File: config.mk
export PLATFORM = sky130hd
export DESIGN_NAME = fpstk_regstack
export DESIGN_NICKNAME = d
export VERILOG_FILES = /design/src/rtl/fpstk_pkg.sv /design/src/rtl/fpstk_classify.sv /design/src/rtl/fpstk_regfile.sv /design/src/rtl/fpstk_ctrl.sv /design/src/rtl/fpstk_regstack.sv
export SDC_FILE = /design/constraint.sdc
export NUM_CORES = 2
export LEC_CHECK = 0
export ABC_AREA = 0
export ABC_CLOCK_PERIOD_IN_PS = 3200
export CELL_PAD_IN_SITES_DETAIL_PLACEMENT = 0
export CELL_PAD_IN_SITES_GLOBAL_PLACEMENT = 2
export CORE_MARGIN = 2
export CORE_UTILIZATION = 41
export CTS_BUF_LIST = sky130_fd_sc_hd__clkbuf_4 sky130_fd_sc_hd__clkbuf_8 sky130_fd_sc_hd__clkbuf_16
export DETAILED_ROUTE_END_ITERATION = 16
export DONT_BUFFER_PORTS = 1
export MAX_ROUTING_LAYER = met4
export PLACE_DENSITY_LB_ADDON = 0.1
export SYNTH_ARGS = -nofsm -noshare
export SYNTH_HDL_FRONTEND = slang
export SYNTH_SLANG_ARGS = --single-unit
File: constraint.sdc
create_clock -name clk_i -period 3.2 [get_ports clk_i]
set_clock_uncertainty 0.1 [all_clocks]
set_input_delay 0.64 -clock clk_i [delete_from_list [all_inputs] [get_ports clk_i]]
set_output_delay 0.64 -clock clk_i [all_outputs]
set_load 0.02 [all_outputs]
File: src/rtl/fpstk_pkg.sv
package fpstk_pkg;
  typedef enum logic [1:0] {
    TAG_VALID   = 2'b00,
    TAG_ZERO    = 2'b01,
    TAG_SPECIAL = 2'b10,
    TAG_EMPTY   = 2'b11
  } tag_t;
endpackage

File: src/rtl/fpstk_classify.sv
module fpstk_classify
  import fpstk_pkg::*;
#(
  parameter int EXP_W = 15,
  parameter int MAN_W = 64
) (
  input  logic [EXP_W-1:0] exp_i,
  input  logic [MAN_W-1:0] man_i,
  output tag_t             tag_o
);
  logic exp_max, exp_zero, man_zero;

  assign exp_max  = &exp_i;
  assign exp_zero = ~|exp_i;
  assign man_zero = ~|man_i;

  always_comb begin
    if (exp_max)                   tag_o = TAG_SPECIAL;
    else if (exp_zero && man_zero) tag_o = TAG_ZERO;
    else if (exp_zero)             tag_o = TAG_SPECIAL; // denormal
    else                           tag_o = TAG_VALID;
  end
endmodule

File: src/rtl/fpstk_regfile.sv
module fpstk_regfile #(
  parameter int DEPTH  = 8,
  parameter int DATA_W = 80,
  localparam int AW    = $clog2(DEPTH)
) (
  input  logic              clk_i,
  input  logic              rst_ni,
  input  logic              wr_en_i,
  input  logic [AW-1:0]     wr_addr_i,
  input  logic [DATA_W-1:0] wr_data_i,
  input  logic [AW-1:0]     rd_addr_i,
  output logic [DATA_W-1:0] rd_data_o
);
  logic [DATA_W-1:0] regs [DEPTH];

  for (genvar g = 0; g < DEPTH; g++) begin : g_reg
    always_ff @(posedge clk_i or negedge rst_ni) begin
      if (!rst_ni)                                 regs[g] <= '0;
      else if (wr_en_i && wr_addr_i == AW'(g))     regs[g] <= wr_data_i;
    end
  end

  assign rd_data_o = regs[rd_addr_i];
endmodule

File: src/rtl/fpstk_ctrl.sv
module fpstk_ctrl
  import fpstk_pkg::*;
#(
  parameter int DEPTH = 8,
  localparam int AW   = $clog2(DEPTH),
  localparam int TW   = 2 * DEPTH
) (
  input  logic          clk_i,
  input  logic          rst_ni,
  input  logic          init_i,
  input  logic          push_i,
  input  logic          pop_i,
  input  tag_t          push_tag_i,
  input  logic [AW-1:0] rd_idx_i,
  output logic          wr_en_o,
  output logic [AW-1:0] wr_addr_o,
  output logic [AW-1:0] rd_addr_o,
  output logic [AW-1:0] top_o,
  output logic [TW-1:0] tag_word_o,
  output logic          stack_fault_o,
  output logic          c1_o,
  output logic          invalid_o
);
  logic [AW-1:0] top_q;
  tag_t          tag_q [DEPTH];
  logic          sf_q, c1_q, inv_q;

  logic [AW-1:0] push_slot;
  logic          do_push, do_pop, push_ok, pop_ok;

  // priority: init > push > pop
  assign push_slot = AW'(top_q - AW'(1));
  assign do_push   = push_i && !init_i;
  assign do_pop    = pop_i && !push_i && !init_i;
  assign push_ok   = do_push && (tag_q[push_slot] == TAG_EMPTY);
  assign pop_ok    = do_pop && (tag_q[top_q] != TAG_EMPTY);

  always_ff @(posedge clk_i or negedge rst_ni) begin
    if (!rst_ni) begin
      top_q <= '0;
      sf_q  <= 1'b0;
      c1_q  <= 1'b0;
      inv_q <= 1'b0;
    end else if (init_i) begin
      top_q <= '0;
      sf_q  <= 1'b0;
      c1_q  <= 1'b0;
      inv_q <= 1'b0;
    end else if (do_push) begin
      if (push_ok) top_q <= push_slot;
      else begin
        sf_q  <= 1'b1;
        c1_q  <= 1'b1;
        inv_q <= 1'b1;
      end
    end else if (do_pop) begin
      if (pop_ok) top_q <= AW'(top_q + AW'(1));
      else begin
        sf_q  <= 1'b1;
        c1_q  <= 1'b0;
        inv_q <= 1'b1;
      end
    end
  end

  for (genvar g = 0; g < DEPTH; g++) begin : g_tag
    always_ff @(posedge clk_i or negedge rst_ni) begin
      if (!rst_ni)                                tag_q[g] <= TAG_EMPTY;
      else if (init_i)                            tag_q[g] <= TAG_EMPTY;
      else if (push_ok && push_slot == AW'(g))    tag_q[g] <= push_tag_i;
      else if (pop_ok && top_q == AW'(g))         tag_q[g] <= TAG_EMPTY;
    end
    assign tag_word_o[2*g +: 2] = tag_q[g];
  end

  assign wr_en_o       = push_ok;
  assign wr_addr_o     = push_slot;
  assign rd_addr_o     = AW'(top_q + rd_idx_i);
  assign top_o         = top_q;
  assign stack_fault_o = sf_q;
  assign c1_o          = c1_q;
  assign invalid_o     = inv_q;
endmodule

File: src/rtl/fpstk_regstack.sv
module fpstk_regstack
  import fpstk_pkg::*;
#(
  parameter int DEPTH  = 8,
  parameter int EXP_W  = 15,
  parameter int MAN_W  = 64,
  localparam int DATA_W = 1 + EXP_W + MAN_W,
  localparam int AW     = $clog2(DEPTH),
  localparam int TW     = 2 * DEPTH
) (
  input  logic              clk_i,
  input  logic              rst_ni,
  input  logic              init_i,
  input  logic              push_i,
  input  logic              pop_i,
  input  logic [DATA_W-1:0] push_data_i,
  input  logic [AW-1:0]     rd_idx_i,
  output logic [DATA_W-1:0] rd_data_o,
  output logic [AW-1:0]     top_o,
  output logic [TW-1:0]     tag_word_o,
  output logic              stack_fault_o,
  output logic              c1_o,
  output logic              invalid_o
);
  tag_t          push_tag;
  logic          wr_en;
  logic [AW-1:0] wr_addr, rd_addr;

  fpstk_classify #(.EXP_W(EXP_W), .MAN_W(MAN_W)) u_classify (
    .exp_i (push_data_i[MAN_W +: EXP_W]),
    .man_i (push_data_i[MAN_W-1:0]),
    .tag_o (push_tag)
  );

  fpstk_ctrl #(.DEPTH(DEPTH)) u_ctrl (
    .clk_i         (clk_i),
    .rst_ni        (rst_ni),
    .init_i        (init_i),
    .push_i        (push_i),
    .pop_i         (pop_i),
    .push_tag_i    (push_tag),
    .rd_idx_i      (rd_idx_i),
    .wr_en_o       (wr_en),
    .wr_addr_o     (wr_addr),
    .rd_addr_o     (rd_addr),
    .top_o         (top_o),
    .tag_word_o    (tag_word_o),
    .stack_fault_o (stack_fault_o),
    .c1_o          (c1_o),
    .invalid_o     (invalid_o)
  );

  fpstk_regfile #(.DEPTH(DEPTH), .DATA_W(DATA_W)) u_regfile (
    .clk_i     (clk_i),
    .rst_ni    (rst_ni),
    .wr_en_i   (wr_en),
    .wr_addr_i (wr_addr),
    .wr_data_i (push_data_i),
    .rd_addr_i (rd_addr),
    .rd_data_o (rd_data_o)
  );
endmodule

==> qor.log <==
INFO  run_status     run_status=finished, violations left
INFO  run_status     failed_checks=DRC, hold timing, slew limit, setup timing
INFO  yosys          synth.yosys.warnings=0
INFO  clocking       maximum_level_of_the_cts_h_tree=3
INFO  yosys          netlist_top_cells_area=dfrtp_1, mux2_2, mux4_2
INFO  floorplan      rows=99
INFO  yosys          yosys.area.top_type_share=0.533
INFO  sta            finalSetupTns=-59340ps
INFO  power_and_ir_drop power.static_leakage=16.4nW
INFO  drt            via_per_inst=5.51
INFO  floorplan      die_width=276µm
INFO  floorplan      coreArea=73100µm²
INFO  final_layout   multi_input_comb_area=13100µm²
INFO  final_layout   antenna_cells_inserted=0
INFO  power_and_ir_drop post-layout-total-power=40.0mW
INFO  floorplan      die_h=276µm
INFO  placement      replace_congestion=0.746
INFO  final_layout   final_cell_area=35600µm²
INFO  placement      post-dp-hpwl=46300µm
INFO  power_and_ir_drop ir_worst_vdd=486µV
INFO  sta            grt_setup_unrepaired=true
INFO  drt            detail_route.iter0.violations=974
INFO  floorplan      die_area=76000µm²
INFO  floorplan      start_util=0.414
INFO  final_layout   layout.area.seq=16600µm²
INFO  placement      portBuffers=0
INFO  setup_path     startpoint_type=flop
INFO  clocking       cts-root-buf=clkbuf_16
INFO  global_routing wire_length_of_the_first_global_routing_pass=125000µm
INFO  setup_path     worstSetupEndpointType=output port
INFO  setup_path     worst-endpoint-arrival=3240ps
INFO  sta            setup_slack=-781ps
INFO  clocking       clk-insertion-delay-late=610ps
INFO  sta            max_freq=251MHz
INFO  global_routing maximum_number_of_pins_on_one_net_before_global_route_repair=662
INFO  placement      numPlacedInstances=3048
INFO  clocking       numClockSinks=661
INFO  setup_path     critical-path-max-stage-delay=460ps
INFO  drt            vias=17900
INFO  drt            route.final.wire_length=83900µm
INFO  final_layout   final_cell_count_without_fillers=3250
INFO  clocking       hold_buf_count_cts=40
INFO  drt            drcViolationCount=13
INFO  yosys          synth.yosys.seq_area_share=0.547
INFO  setup_path     path_cells=ha_4, fa_4, xnor2_4, xnor2_4, buf_12, buf_16, buf_12, clkbuf_16, mux4_2, mux2_4
INFO  sta            finalSetupViolations=80
INFO  clocking       cts_tree=built
INFO  yosys          post_synthesis_register_bit_count=661
INFO  yosys          synth_enable_flop_cells=0
INFO  yosys          synth_area_per_cell=14.1µm²
INFO  drt            detail_route.first_pass.iterations=10
INFO  global_routing grt_use_total=0.228
INFO  flow_run       max_cap_viol_count=0
INFO  final_layout   share_of_cells_above_drive_strength_1=0.424
INFO  yosys          ys_top_cells_by_count=dfrtp_1, mux2_2, nand2_1
INFO  setup_path     path_class=reg -> out
INFO  floorplan      i_o_pins=190
INFO  hold_path      holdCritPathClass=in -> async
INFO  sta            worstMarginPinSlew=3780ps
INFO  global_routing globalRouteOverflowTotal=0
INFO  setup_path     critical_path.top_delay_family=adder cells
INFO  sta            report.final.hold_viol_count=141
INFO  placement      dpl-instance-area=32200µm²
INFO  yosys          synth_most_common_cell=dfrtp_1
INFO  power_and_ir_drop net-switching-power=13.2mW
INFO  yosys          synth_nets=2252
INFO  clocking       cts_inserted_buffers=77
INFO  drt            routedWlPerCell=25.8µm
INFO  yosys          synth_cell_types=42
INFO  clocking       clock_path_buffers=3
INFO  power_and_ir_drop clockPowerShare=0.228
INFO  yosys          ys.flop_type=dfrtp_1
INFO  sta            timing.final.max_slew_violations=529
INFO  yosys          syn_area=30300µm²
INFO  yosys          postSynthCellCount=2154
INFO  final_layout   filler_instances=6388
INFO  power_and_ir_drop power.sequential.fraction=0.342
INFO  setup_path     timing.critical_path.required=2460ps
INFO  final_layout   area.growth.synth_to_final=17.7%
INFO  power_and_ir_drop p_int=26.8mW
INFO  final_layout   final_net_count=2329
INFO  drt            final_antenna_net_count=0
INFO  clocking       worst_setup_hold_path_clk_slew=60ps
INFO  sta            finalHoldWorstSlack=-370ps
INFO  sta            period_needed=3980ps
INFO  setup_path     crit_slowest_cell=fa_4
INFO  global_routing grt_antenna_before_repair=2
INFO  sta            timing.slew.headroom=-1.52
INFO  global_routing first_global_vias=19400
INFO  power_and_ir_drop switching_power_as_a_share_of_total_power=0.331
INFO  sta            final_worst_path_cycle_share=1.24
INFO  power_and_ir_drop power.density=1120nW/µm²
INFO  setup_path     cp_max_fo=9
INFO  power_and_ir_drop comb_power_share=0.430
INFO  yosys          synth_async_reset_ratio=1.00
INFO  setup_path     critical_path.n_buffers_inverters=4
INFO  yosys          synth_area_leader_cell=dfrtp_1
## cells in the final DEF, fill, tap and decap left out, drive strengths merged, types with 4 or more instances in the layout
cell type    count
dfrtp          645
nand2          493
a22oi           14
ha               9
mux4           164
bufinv           5
and3             4
clkbuf         120
a21oi           13
dfstp           16
nor2            20
xnor2            4
inv              8
dlygate4sd3     40
nor2b            4
nor4            21
mux2           560
clkinv          15
nand4            7
buf            103
## power by group through the flow
stage / clock network, mW / registers [mW] / logic, mW
3_3_place_gp: 0 / 13.7 / 16.2
2_1_floorplan: 0 / 13.2 / 12.7
6_report: 9.12 / 13.7 / 17.2
3_5_place_dp: 0 / 13.8 / 16.5
5_1_grt: 9.73 / 14.1 / 18.3
4_1_cts: 9.36 / 13.7 / 16.6
## what timing repair did
item | CTS | global route
setup endpoints to repair | 80 | 80
gates resized for setup | 2 | 14
setup buffers | 3 | 11
pin swaps | 0 | 3
hold endpoints to repair | 729 | 661
cloned | 0 | 9
## stage by stage
step,util,hold WS [ps],worst slack [ps]
after CTS,0.482,-374,-801
after global placement,0.440,285,-358
after detailed placement,0.440,282,-351
after floorplan,-,244,-30.1
final,0.487,-370,-781
after global routing,0.487,-393,-857
## flip-flops by register name (all words and copies together), names as in the netlist
signal and flops:
u_ctrl.stack_fault_o 1, u_regfile.regs 640, u_ctrl.tag_word_o 16, u_ctrl.top_o 3
u_ctrl.c1_o 1
## final cells by class
type                            instances  share of cell area
Clock buffer                          113              0.0665
Tap cell                              959              0.0337
Inverter                                5            0.000527
Timing Repair Buffer                  150              0.0586
Multi-Input combinational cell       1336               0.368
Sequential cell                       661               0.465
Clock inverter                         26             0.00797
## path summary, 6_finish.rpt
| check | from | to | slack [ps] | cells after the start |
|---|---|---|---|---|
| max reg2reg | u_ctrl.top_o[0] | u_regfile.regs[215] | 200 | 8 |
| max in group asynchronous | rst_ni | u_regfile.regs[466] | 420 | 0 |
| min reg2reg | u_regfile.regs[605] | u_regfile.regs[605] | 370 | 2 |
| min | rst_ni | u_regfile.regs[92] | -370 | 0 |
| max | u_ctrl.top_o[0] | rd_data_o[51] | -780 | 10 |
| min in group clk_i | push_data_i[48] | u_regfile.regs[528] | 30 | 2 |
## layer usage
layer  wire (µm)  vias to the layer above  global-route usage  share of wire
li1            -                     7830                   -              -
met1       35600                     9635               0.287           0.42
met2       42200                      319               0.373           0.50
met3        4210                      123              0.0463          0.050
met4        1910                        0              0.0644          0.023
met5           0                        -                   -              0
## logic make-up after synthesis
family / after synthesis / synth area share
multiplexers: 725 / 0.331
adder cells (fa/ha/maj): 10 / 0.00438
AO/OA/AOI/OAI: 35 / 0.00806
buffers and inverters: 157 / 0.0333
AND/OR/NAND/NOR: 561 / 0.0754
flip-flops: 661 / 0.547
XOR/XNOR: 5 / 0.00145
No activity file was read; power rests on OpenSTA's default activity.
